`src/rtl/intack_pkg.sv`:
```
package intack_pkg;

    typedef enum logic [1:0] {
        IM_FETCH = 2'd0,
        IM_FIXED = 2'd1,
        IM_TABLE = 2'd2
    } im_mode_e;

    typedef enum logic [2:0] {
        S_IDLE,
        S_ACK,
        S_GAP,
        S_PUSH,
        S_RD,
        S_DONE
    } seq_state_e;

    typedef enum logic [1:0] {
        K_OTHER,
        K_RST,
        K_CALL,
        K_JMP
    } op_kind_e;

    localparam int LEN_W = 3;

    typedef struct packed {
        op_kind_e           kind;
        logic [LEN_W-1:0]   len;
        logic               push;
    } op_info_t;

    function automatic op_info_t classify(input logic [7:0] op);
        op_info_t r;
        if (op[7:6] == 2'b11 && op[2:0] == 3'b111) begin
            r = '{kind: K_RST, len: LEN_W'(1), push: 1'b1};
        end else if (op == 8'hCD) begin
            r = '{kind: K_CALL, len: LEN_W'(3), push: 1'b1};
        end else if (op == 8'hC3) begin
            r = '{kind: K_JMP, len: LEN_W'(3), push: 1'b0};
        end else begin
            r = '{kind: K_OTHER, len: LEN_W'(1), push: 1'b0};
        end
        return r;
    endfunction

endpackage

```
`src/rtl/intack_mode_reg.sv`:
```
module intack_mode_reg
    import intack_pkg::*;
#(
    parameter im_mode_e RESET_MODE = IM_FETCH
) (
    input  logic       clk,
    input  logic       rst,
    input  logic       wr,
    input  logic [1:0] val,
    output im_mode_e   mode
);
    im_mode_e mode_q;

    always_ff @(posedge clk) begin
        if (rst) begin
            mode_q <= RESET_MODE;
        end else if (wr && val != 2'd3) begin
            mode_q <= im_mode_e'(val);
        end
    end

    assign mode = mode_q;
endmodule

```
`src/rtl/intack_cyc_timer.sv`:
```
module intack_cyc_timer #(
    parameter int WAIT_W = 2
) (
    input  logic              clk,
    input  logic              rst,
    input  logic              load,
    input  logic [WAIT_W-1:0] load_val,
    input  logic              in_cycle,
    input  logic              ext_wait,
    output logic              wait_ins,
    output logic              ready
);
    logic [WAIT_W-1:0] cnt_q;

    always_ff @(posedge clk) begin
        if (rst) begin
            cnt_q <= '0;
        end else if (load) begin
            cnt_q <= load_val;
        end else if (in_cycle && cnt_q != '0) begin
            cnt_q <= cnt_q - WAIT_W'(1);
        end
    end

    assign wait_ins = in_cycle && (cnt_q != '0);
    assign ready    = in_cycle && (cnt_q == '0) && !ext_wait;
endmodule

```
`src/rtl/intack_seq.sv`:
```
module intack_seq
    import intack_pkg::*;
#(
    parameter int          FIRST_WAITS = 2,
    parameter logic [15:0] FIXED_ADDR  = 16'h0038,
    parameter int          OPND_BYTES  = 2
) (
    input  logic        clk,
    input  logic        rst,
    input  logic        mode_wr,
    input  logic [1:0]  mode_val,
    input  logic        req,
    input  logic [7:0]  base_reg,
    input  logic [7:0]  din,
    input  logic        ext_wait,
    output logic        ack,
    output logic        wait_ins,
    output logic        rd_strb,
    output logic [15:0] rd_addr,
    output logic        push_pc,
    output logic        done,
    output logic [15:0] target,
    output logic        push_flag
);
    localparam int WAIT_W = (FIRST_WAITS < 1) ? 1 : $clog2(FIRST_WAITS + 1);

    seq_state_e        st_q, st_d;
    im_mode_e          mode_now, mode_cur;
    logic [LEN_W-1:0]  idx_q, len_q;
    op_kind_e          kind_q;
    logic              push_q;
    logic [2:0]        rvec_q;
    logic [7:0]        opnd_q [OPND_BYTES];
    logic [7:0]        vec_hi_q, vec_lo_q, tlo_q, thi_q;
    logic              rd_sel_q;
    logic              tmr_load, in_cyc, ready;
    logic [WAIT_W-1:0] tmr_val;
    logic              take_ack, take_rd, last_byte;
    op_info_t          info;

    intack_mode_reg #(.RESET_MODE(IM_FETCH)) u_mode (
        .clk  (clk),
        .rst  (rst),
        .wr   (mode_wr),
        .val  (mode_val),
        .mode (mode_now)
    );

    intack_cyc_timer #(.WAIT_W(WAIT_W)) u_tmr (
        .clk      (clk),
        .rst      (rst),
        .load     (tmr_load),
        .load_val (tmr_val),
        .in_cycle (in_cyc),
        .ext_wait (ext_wait),
        .wait_ins (wait_ins),
        .ready    (ready)
    );

    assign info     = classify(din);
    assign in_cyc   = (st_q == S_ACK) || (st_q == S_RD);
    assign take_ack = (st_q == S_ACK) && ready;
    assign take_rd  = (st_q == S_RD) && ready;
    assign last_byte = (idx_q == '0) ? (info.len == LEN_W'(1))
                                     : (idx_q + LEN_W'(1) == len_q);

    // sequencing
    always_comb begin
        st_d     = st_q;
        tmr_load = 1'b0;
        tmr_val  = '0;
        unique case (st_q)
            S_IDLE: if (req) begin
                unique case (mode_now)
                    IM_FIXED: st_d = S_DONE;
                    IM_TABLE: begin st_d = S_ACK; tmr_load = 1'b1; end
                    default: begin
                        st_d     = S_ACK;
                        tmr_load = 1'b1;
                        tmr_val  = WAIT_W'(FIRST_WAITS);
                    end
                endcase
            end
            S_ACK: if (ready) begin
                if (mode_cur == IM_TABLE) st_d = S_PUSH;
                else                      st_d = last_byte ? S_DONE : S_GAP;
            end
            S_GAP: begin
                st_d     = (mode_cur == IM_TABLE) ? S_RD : S_ACK;
                tmr_load = 1'b1;
            end
            S_PUSH: begin
                st_d     = S_RD;
                tmr_load = 1'b1;
            end
            S_RD: if (ready) st_d = rd_sel_q ? S_DONE : S_GAP;
            S_DONE: st_d = S_IDLE;
            default: st_d = S_IDLE;
        endcase
    end

    always_ff @(posedge clk) begin
        if (rst) begin
            st_q     <= S_IDLE;
            mode_cur <= IM_FETCH;
            idx_q    <= '0;
            len_q    <= LEN_W'(1);
            kind_q   <= K_OTHER;
            push_q   <= 1'b0;
            rvec_q   <= '0;
            vec_hi_q <= '0;
            vec_lo_q <= '0;
            tlo_q    <= '0;
            thi_q    <= '0;
            rd_sel_q <= 1'b0;
        end else begin
            st_q <= st_d;
            if (st_q == S_IDLE && req) begin
                mode_cur <= mode_now;
                idx_q    <= '0;
                rd_sel_q <= 1'b0;
            end
            if (take_ack) begin
                idx_q <= idx_q + LEN_W'(1);
                if (mode_cur == IM_TABLE) begin
                    vec_hi_q <= base_reg;
                    vec_lo_q <= {din[7:1], 1'b0};
                end else if (idx_q == '0) begin
                    kind_q <= info.kind;
                    len_q  <= info.len;
                    push_q <= info.push;
                    rvec_q <= din[5:3];
                end
            end
            if (take_rd) begin
                if (!rd_sel_q) begin
                    tlo_q    <= din;
                    rd_sel_q <= 1'b1;
                end else begin
                    thi_q <= din;
                end
            end
        end
    end

    // operand bytes following the opcode
    for (genvar g = 0; g < OPND_BYTES; g++) begin : g_opnd
        always_ff @(posedge clk) begin
            if (rst) begin
                opnd_q[g] <= '0;
            end else if (take_ack && mode_cur == IM_FETCH &&
                         idx_q == LEN_W'(g + 1)) begin
                opnd_q[g] <= din;
            end
        end
    end

    logic [15:0] tgt_raw;
    always_comb begin
        unique case (mode_cur)
            IM_FIXED: tgt_raw = FIXED_ADDR;
            IM_TABLE: tgt_raw = {thi_q, tlo_q};
            default: begin
                unique case (kind_q)
                    K_RST:         tgt_raw = {10'd0, rvec_q, 3'd0};
                    K_CALL, K_JMP: tgt_raw = {opnd_q[1], opnd_q[0]};
                    default:       tgt_raw = 16'h0000;
                endcase
            end
        endcase
    end

    assign ack       = (st_q == S_ACK);
    assign rd_strb   = (st_q == S_RD);
    assign push_pc   = (st_q == S_PUSH);
    assign done      = (st_q == S_DONE);
    assign rd_addr   = rd_strb ? {vec_hi_q, vec_lo_q[7:1], rd_sel_q} : 16'h0000;
    assign target    = done ? tgt_raw : 16'h0000;
    assign push_flag = done && ((mode_cur == IM_FETCH) ? push_q : 1'b1);
endmodule

```
`config.mk`:
```
export PLATFORM = sky130hd
export DESIGN_NAME = intack_seq
export DESIGN_NICKNAME = d
export VERILOG_FILES = /design/src/rtl/intack_pkg.sv /design/src/rtl/intack_mode_reg.sv /design/src/rtl/intack_cyc_timer.sv /design/src/rtl/intack_seq.sv
export SDC_FILE = /design/constraint.sdc
export NUM_CORES = 1
export LEC_CHECK = 0
export BUFFER_PORTS_ARGS = -buffer_cell sky130_fd_sc_hd__buf_2
export CAP_MARGIN = 20
export CORE_AREA = 4 4 112 114
export CTS_CLUSTER_DIAMETER = 150
export DETAILED_ROUTE_END_ITERATION = 8
export DIE_AREA = 0 0 116 118
export SYNTH_ARGS = -nofsm -noshare
export SYNTH_HDL_FRONTEND = slang
export SYNTH_SLANG_ARGS = --single-unit
```
`constraint.sdc`:
```
create_clock -name clk -period 2.1 [get_ports clk]
set_input_delay 0.105 -clock clk [delete_from_list [all_inputs] [get_ports clk]]
set_output_delay 0.105 -clock clk [all_outputs]
set_load 0.05 [all_outputs]
```
# Word-level counts from Yosys, hierarchy flattened
# Memory sizes are Yosys's and may differ from the RTL's.
# Cells that the tools add are included.
# word_totals
regBits	53
ramBits	16
out_inout_bits	38
elab_cells	115
memories	1
# classes
addsub	2
n_eq_ne	24
n_mux	41
n_bitwise	4
reduce_logical	29
# mem_list
memory	depth	word_bits	rd	rd_clocked_by_memory_dff	wr	line_no	source
opnd_q	2	8	2	0	2	intack_seq.sv:33	logic [7:0] opnd_q [OPND_BYTES];
# op_table
cell	count
one-hot mux 16 bit (2 select lines)	2
two-way mux 16 bit	2
two-way mux 3 bit	10
two-way mux 6 bit	3
equality test 8 bit (second input constant)	2
two-way mux 8 bit	2
two-way mux 1 bit	15
one-hot mux 3 bit (5 select lines)	1
logical AND 1 bit	12
equality test 2 bit (second input constant)	5
two-way mux 2 bit	5
equality test 3 x 1 -> 1 bit (second input constant)	3
equality test 3 x 2 -> 1 bit (second input constant)	3
equality test 3 bit (second input constant)	3
equality test 2 x 1 -> 1 bit (second input constant)	3
zero test 3 bit	2
AND reduction 2 bit	3
AND reduction 3 bit	2
nonzero test 2 bit	3
OR reduction 2 bit	3
zero test 2 bit	2
!= test 2 x 1 -> 1 bit (second input constant)	2
!= test 2 bit (second input constant)	2
adder 3 x 1 -> 3 bit (second input constant)	1
7 further kinds	9

# Longest topological paths before layout
# Gate-level depths: netlist (run 1).
# depth
ltp_word	11
mapped_depth	8
depth_no_buf	6

# Hierarchy
# Synthesis (run 1) repeated with hierarchy kept, for this count alone.
# unflattened
cells_unflattened	376
hier_area_um2	3316.9
# modules_own_cells
module	n_inst	cells_each	area_per_inst_um2	seq_area_each_um2
intack_seq	1	351	3096.7	1401.3
intack_cyc_timer	1	17	130.1	40.0
intack_mode_reg	1	8	90.1	40.0

# Worst setup path before layout (run 1)
# Ideal clock, no wire load.
# synth_timing
path_type	reg2out
start	register mode_cur[0]
end	output port target[3]
arrival_time_ps	2303
slack_ps	-308
stages_incl_launch_ff	7
cell_sequence	dfxtp_1 -> inv_1 -> ha_1 -> clkbuf_1 -> clkbuf_1 -> a21oi_1 -> nor3_1
# synth_between
elab_chain_len	3
# synth_lines
item	line_no	source
from (decl)	intack_seq.sv:28	im_mode_e mode_now, mode_cur;
from (signal assigned)	intack_seq.sv:119	mode_cur <= mode_now;
equality test 2 bit / equality test 2 x 1 -> 1 bit (equally long branches)	intack_seq.sv:160	unique case (mode_cur)
one-hot mux 16 bit (2 select lines) (*)	intack_seq.sv:160	
two-way mux 16 bit (*)	intack_seq.sv:178	assign target = done ? tgt_raw : 16'h0000;
to (decl)	intack_seq.sv:22	output logic [15:0] target,
# Every way passes the cells marked *; elsewhere a longest branch is shown, timed or not.

# Worst setup path in the final report (run 1)
# layout_timing
start	register st_q[0]
end	output port rd_addr[5]
# layout_between
elab_chain_len	2
# layout_lines
item	line_no	source
from (decl)	intack_seq.sv:27	seq_state_e st_q, st_d;
from (signal assigned)	intack_seq.sv:117	st_q <= st_d;
equality test 3 bit	intack_seq.sv:174	assign rd_strb = (st_q == S_RD);
two-way mux 16 bit	intack_seq.sv:177	assign rd_addr = rd_strb ? {vec_hi_q, vec_lo_q[7:1], rd_sel_q} : 16'h0000;
to (decl)	intack_seq.sv:19	output logic [15:0] rd_addr,
# Every way passes these cells.

==> flow_summary_export.csv, run 1 <==
group,metric,value,unit
sta,drv_slew,0,
power_and_ir_drop,p_leak,1.80,nW
hold_path,hold_start,"base_reg[6]",
yosys,syn_nets,410,
power_and_ir_drop,p_clk_frac,0.401,
clock_tree,clock_path_buffers,2,
yosys,ys.flop_type,"dfxtp_1",
power_and_ir_drop,netSwitchingFraction,0.309,
worst_setup_path,path_common_cell,"buf_4",
cells_and_area,seq_area,1480,sq um
sta,hold_violations,0,
clock_tree,worstSkewPairLatency,0.33,ns
global_route,antenna_found_initial,0,
yosys,ys_types,50,
run,max-cap-violations,0,
worst_setup_path,critPathArrivalTime,1.87,ns
floorplanning,coreArea,11400,sq um
clock_tree,cts_sinks,66,
floorplanning,die_w,116,microns
placement,dp.cells,573,
yosys,yosysWarnings,0,
sta,worst_pin_slew,0.514,ns
global_route,use_met1,0.183,
clock_tree,tritoncts,"done",
clock_tree,clk_pin_slew,0.06,ns
global_route,first_global_vias,2954,
route,wl,9080,microns
sta,min_period_over_period,0.940,
run_status,outcome,"completed",
cells_and_area,finalNonFillerCells,589,
cells_and_area,final_nets,473,
global_route,grt_pass1_wl,15100,microns
placement,place_hpwl,6450,microns
floorplanning,start_util,0.297,
global_route,globalRouteOverflowTotal,0,
cells_and_area,syn_to_final_growth,25.7,%
route,drtPass1Iterations,5,
floorplanning,rows,39,
sta,period_minus_slack,1.97,ns
sta,rsz0062_at_grt,"false",
floorplanning,ios,61,
worst_setup_path,r2r_end,"opnd_q[1][1]",
route,via_per_inst,4.93,
clock_tree,cts-htree-levels,3,
floorplanning,dieArea,13700,sq um
yosys,yosysMostFrequentCell,"dfxtp_1",
power_and_ir_drop,power_frac_seq,0.357,
yosys,synthArstFlopShare,0,
worst_setup_path,cp-end-kind,"output pin",
hold_path,min_to,"vec_hi_q[6]",
sta,clock_skew,0.00513,ns
global_route,use_met3,0.0432,
route,antenna_left,0,
worst_setup_path,cp_cell_sequence,"buf_4 > nor3b_2 > buf_4 > and2_1 > buf_2",
clock_tree,cts_inserted_buffers,9,
worst_setup_path,cpLargestDelayFamily,"buffers and inverters",
sta,fmax,507,MHz
worst_setup_path,worst_r2r_path_depth,7,
global_route,grt-busiest-layer,"met2",
clock_tree,post_cts_buffers,0,
route,drt_iter0_markers,179,
yosys,yosysTopAreaCellShare,0.295,
cells_and_area,drive_gt1_frac,0.280,
sta,hold_ws,0.0132,ns
yosys,synthesis.instances,378,
global_route,track_usage,0.138,
placement,port_buffers,60,
worst_setup_path,crit_type,"flip-flop to output pin",
power_and_ir_drop,p_int,2.81,mW
yosys,synth-seq-area-share,0.437,
yosys,synth_area_leaders,"dfxtp_1, edfxtp_1, mux2i_1",
global_route,grt_max_degree,25,
power_and_ir_drop,peakVddDrop,633,uV
worst_setup_path,path_buf_inv,3,
worst_setup_path,rrSetupSlack,0.19,ns
placement,place_congestion,0.829,
clock_tree,clockRootBuffer,"clkbuf_16",
power_and_ir_drop,p_sw,1.25,mW
yosys,synthesis.area,3390,sq um
hold_path,hold_path_depth,3,
worst_setup_path,cp_max_fo,13,
sta,maxSlewHeadroom,0.656,
cells_and_area,multi_input_area,1780,sq um
yosys,avgSynthCellArea,8.97,sq um
sta,finalSetupTns,0,ns
route,drc_errors,0,
route,vias,2904,
power_and_ir_drop,combPwrFrac,0.242,
route,post_drt_wl_per_cell,15.4,microns
worst_setup_path,r2r_start,"u_tmr.cnt_q[0]",
power_and_ir_drop,p_per_area,954,nW/um^2
worst_setup_path,crit_required,2.00,ns
worst_setup_path,crit_path_start_kind,"flip-flop",
cells_and_area,diodes,0,
yosys,synth-seq-cells,66,
yosys,synth_top_area_cell,"dfxtp_1",
yosys,synth-edff-count,16,
floorplanning,dieHeight,118,microns
cells_and_area,nFillCells,1187,
sta,setup-violations-final,0,
global_route,grtUsageMet2,0.218,
yosys,synthTopCellsByCount,"dfxtp_1, nor2_1, nand2_1",
hold_path,hp-class,"input pin to flip-flop",
worst_setup_path,critPathMaxStageDelay,0.40,ns
worst_setup_path,crit_slowest_cell,"nor3b_2",
cells_and_area,final_util,0.373,
## final cells by class
| type | count | area share |
|---|---|---|
| Clock buffer | 9 | 0.0528 |
| Clock inverter | 7 | 0.0235 |
| Inverter | 11 | 0.00969 |
| Multi-Input combinational cell | 275 | 0.418 |
| Sequential cell | 66 | 0.348 |
| Tap cell | 143 | 0.0420 |
| Timing Repair Buffer | 78 | 0.106 |
## metal layers
metal  wire, microns  share of wire  up-vias
met2            4200           0.46       94
met1            4130           0.46     1367
li1                -              -     1434
met5               0              0        -
met4             127          0.014        0
met3             615          0.068        9
## power by group through the flow
stage	clock network, mW	logic (mW)	registers (mW)
after global routing	1.73	1.09	1.46
after detailed placement	0	0.975	1.47
after CTS	1.66	0.983	1.45
after global placement	0	0.957	1.47
final	1.63	0.983	1.45
after floorplan	0	0.722	1.46
## state kept, by name, summed over array words and instances (netlist names)
signal       flops
opnd_q          16
thi_q            8
tlo_q            8
vec_hi_q         8
vec_lo_q         7
idx_q            3
rvec_q           3
st_q             3
kind_q           2
mode_cur         2
u_mode.mode      2
u_tmr.cnt_q      2
push_q           1
rd_sel_q         1
## metrics by stage
| stage | setup slack [ns] | power [mW] | cell area, sq um |
|---|---|---|---|
| floorplan | 0.0846 | 2.18 | 3440 |
| global placement | 0.214 | 2.43 | 3900 |
| global route | 0.0379 | 4.28 | 4260 |
| CTS | 0.00937 | 4.09 | 4230 |
| detailed placement | 0.150 | 2.45 | 3900 |
| finish | 0.127 | 4.07 | 4260 |
## how the worst max path moves through the flow
stage	to	start	cells past startpoint	slack (ns)
after floorplan	rd_addr[0]	st_q[2]	4	0.08
after global placement	opnd_q[1][1]	u_tmr.cnt_q[0]	7	0.21
after detailed placement	opnd_q[1][1]	u_tmr.cnt_q[0]	7	0.15
after CTS	target[4]	mode_cur[0]	6	0.009
after global routing	target[0]	mode_cur[0]	7	0.04
final	rd_addr[5]	st_q[0]	5	0.13
## worst reg2reg max path, cell delays in order, from the launching register on
cell and delay (ns):
dfxtp_1 0.32, inv_1 0.06, ha_1 0.26, nor2b_1 0.18, buf_4 0.20, nand4_1 0.13, nor2_1 0.42, and2_2 0.23
## layout by cell type, fill, tap and decap left out, types with 11 or more instances in the layout
| cell type | synthesis | routed |
|---|---|---|
| buf_2 | 2 | 54 |
| dfxtp_1 | 50 | 49 |
| nand2_1 | 43 | 43 |
| nor2_1 | 46 | 36 |
| and2_1 | 32 | 32 |
| a21oi_1 | 33 | 32 |
| mux2i_1 | 21 | 21 |
| buf_4 | 2 | 18 |
| edfxtp_1 | 16 | 16 |
| a32oi_1 | 12 | 12 |
| inv_1 | 11 | 11 |
## what timing repair did
action                                  in CTS  in global routing
resized for setup                            0                 10
endpoints found under the setup margin       0                 17
hold buffers                                 0                  0
## cells by family after synthesis
logic type                 after synthesis  synth area share
DFF                                     66             0.437
muxes                                   21            0.0620
adders and majority gates                9            0.0332
buffers and inverters                   37            0.0583
and+or+nand+nor                        177             0.267
xor gates and xnor gates                 3           0.00775
AOI/OAI and AO/OA                       65             0.135
Note: power is estimated with default switching activity, not from simulation.
==> run 2, diff against run 1 <==
--- a/config.mk
+++ b/config.mk
@@ -7,10 +7,14 @@
 export LEC_CHECK = 0
 export BUFFER_PORTS_ARGS = -buffer_cell sky130_fd_sc_hd__buf_2
 export CAP_MARGIN = 20
+export CELL_PAD_IN_SITES_DETAIL_PLACEMENT = 1
+export CELL_PAD_IN_SITES_GLOBAL_PLACEMENT = 2
 export CORE_AREA = 4 4 112 114
+export CTS_BUF_LIST = sky130_fd_sc_hd__clkbuf_4
 export CTS_CLUSTER_DIAMETER = 150
 export DETAILED_ROUTE_END_ITERATION = 8
 export DIE_AREA = 0 0 116 118
+export PLACE_DENSITY_LB_ADDON = 0.1
 export SYNTH_ARGS = -nofsm -noshare
 export SYNTH_HDL_FRONTEND = slang
 export SYNTH_SLANG_ARGS = --single-unit
==> run 2 against run 1 <==
Net effect:
- largest cell class unchanged
- global-route usage up 2.2 points
- wire length is 13% higher
- clock skew is 0.0019 ns higher
- power is 18% lower
- combinational power about the same
- cell area rose by 0.65%
- sequential power hardly changed
- hold slack improved by 0.014 ns
==> flow_summary_export.csv, run 2 (synthesized netlist as in run 1, its figures left out) <==
group,metric,value,unit
route,post_drt_wl_per_cell,17.0,microns
floorplanning,rows,39,
cells_and_area,regMostFlops,"opnd_q",
worst_setup_path,crit_required,2.00,ns
worst_setup_path,worst_r2r_path_depth,6,
worst_setup_path,cp-end-kind,"output pin",
cells_and_area,multi_input_area,1790,sq um
power_and_ir_drop,p_clk_frac,0.259,
power_and_ir_drop,peakVddDrop,364,uV
worst_setup_path,cp.depth,5,
power_and_ir_drop,power_frac_seq,0.442,
sta,drv_slew,0,
route,wl,10300,microns
power_and_ir_drop,combPwrFrac,0.299,
worst_setup_path,critPathArrivalTime,1.86,ns
global_route,antenna_found_initial,0,
route,antenna_left,0,
sta,worst_pin_slew,0.657,ns
worst_setup_path,path_buf_inv,2,
worst_setup_path,crit_slowest_cell,"dfxtp_4",
worst_setup_path,crit_path_start_kind,"flip-flop",
route,via_per_inst,4.90,
power_and_ir_drop,p_sw,1.19,mW
sta,setup-violations-final,0,
clock_tree,clockRootBuffer,"clkbuf_4",
worst_setup_path,endpoint,"push_flag",
sta,finalSetupTns,0,ns
placement,port_buffers,60,
sta,maxSlewHeadroom,0.556,
global_route,grt_max_degree,23,
route,drt_iter0_markers,112,
worst_setup_path,critPathMaxStageDelay,0.43,ns
cells_and_area,mostFrequentLayoutCells,"buf_2, dfxtp_1, nand2_1",
placement,place_hpwl,7160,microns
cells_and_area,seq_area,1490,sq um
worst_setup_path,r2r_end,"st_q[1]",
global_route,grt_pass1_wl,17100,microns
worst_setup_path,cp-startpoint,"st_q[2]",
power_and_ir_drop,p_per_area,781,nW/um^2
worst_setup_path,cp_max_fo,18,
global_route,first_global_vias,3258,
clock_tree,clk_pin_slew,0.12,ns
global_route,globalRouteOverflowTotal,0,
sta,fmax,508,MHz
route,drtPass1Iterations,4,
floorplanning,ios,61,
worst_setup_path,crit_type,"flip-flop to output pin",
run,max-cap-violations,0,
worst_setup_path,rrSetupSlack,0.19,ns
hold_path,hold_start,"mode_wr",
sta,clock_skew,0.00701,ns
floorplanning,coreArea,11400,sq um
clock_tree,worstSkewPairLatency,0.43,ns
clock_tree,cts_inserted_buffers,9,
floorplanning,start_util,0.297,
floorplanning,die_w,116,microns
route,drc_errors,0,
power_and_ir_drop,p_leak,1.80,nW
route,vias,2977,
cells_and_area,layout_commonest_cell,"buf_2",
run_status,outcome,"completed",
clock_tree,cts-htree-levels,3,
floorplanning,dieHeight,118,microns
placement,place_congestion,0.712,
clock_tree,clock_path_buffers,2,
sta,period_minus_slack,1.97,ns
clock_tree,cts_sinks,66,
cells_and_area,largest_reg_flops,16,
floorplanning,dieArea,13700,sq um
hold_path,hp-class,"input pin to flip-flop",
sta,min_period_over_period,0.937,
cells_and_area,final_util,0.376,
sta,hold_violations,0,
worst_setup_path,cpLargestDelayFamily,"buffers and inverters",
cells_and_area,drive_gt1_frac,0.284,
cells_and_area,final_nets,491,
power_and_ir_drop,p_int,2.16,mW
worst_setup_path,r2r_start,"idx_q[0]",
cells_and_area,diodes,0,
clock_tree,post_cts_buffers,0,
global_route,track_usage,0.160,
sta,rsz0062_at_grt,"false",
worst_setup_path,cp_cell_sequence,"nor2b_1 > nand2_1 > buf_4 > a21oi_1 > clkbuf_4",
power_and_ir_drop,netSwitchingFraction,0.355,
cells_and_area,syn_to_final_growth,26.5,%
clock_tree,tritoncts,"done",
cells_and_area,nFillCells,1372,
[run 2: per-layer routing]
metal / up-vias / track usage / wire [microns]
met5: - / 0 / 0
met4: 0 / 0.0522 / 231
met3: 15 / 0.0380 / 430
met2: 66 / 0.257 / 4960
met1: 1431 / 0.209 / 4690
li1: 1465 / - / -
[run 2: how the worst min path moves through the flow]
stage / slack (ns) / cells past startpoint / end
floorplan: 0.24 / 2 / vec_lo_q[7]
global placement: 0.35 / 3 / vec_hi_q[2]
detailed placement: 0.35 / 3 / vec_hi_q[2]
CTS: 0.01 / 3 / u_mode.mode[0]
global route: 0.02 / 3 / tlo_q[0]
finish: 0.03 / 3 / u_mode.mode[0]
[run 2: power groups by stage]
stage                     registers [mW]  clock network, mW  logic (mW)
after floorplan                     1.46                  0       0.722
after global placement              1.49                  0       0.968
after detailed placement            1.50                  0       0.973
after CTS                           1.48              0.897        1.01
after global routing                1.50              0.965        1.11
final                               1.48              0.868        1.00
[run 2: worst reg2reg max path: stages, from the launching register on]
cell	delay (ns)
dfxtp_1	0.49
inv_1	0.10
ha_1	0.24
or3_1	0.39
a2111o_1	0.41
o211ai_2	0.10
a211oi_2	0.09
[run 2: cell type report]
class	count	share of cell area
inverters	11	0.00963
multi-input cells	275	0.418
clock inverters	5	0.0108
well taps	143	0.0417
flip-flops and latches	66	0.347
clock buffers	11	0.0193
repair buffers	96	0.153
[run 2: what timing repair did]
| item | in CTS | in global routing |
|---|---|---|
| gates resized for setup | 20 | 11 |
| endpoints found under the hold margin | 14 | 0 |
| setup endpoints to repair | 34 | 41 |
| pin swaps | 1 | 1 |
| cloned | 1 | 0 |
| hold buffers | 14 | 0 |
[run 2: per-stage QoR]
| step | hold WS (ns) | cells | power [mW] | worst slack, ns | area, sq um |
|---|---|---|---|---|---|
| 5_1_grt | 0.0207 | 607 | 3.58 | 0.00536 | 4290 |
| 3_5_place_dp | 0.354 | 576 | 2.47 | 0.235 | 3930 |
| 4_1_cts | 0.0105 | 607 | 3.39 | 0.0116 | 4260 |
| 3_3_place_gp | 0.349 | 576 | 2.46 | 0.254 | 3930 |
| 2_1_floorplan | 0.238 | 378 | 2.18 | 0.0846 | 3440 |
| 6_report | 0.0268 | 607 | 3.35 | 0.133 | 4290 |
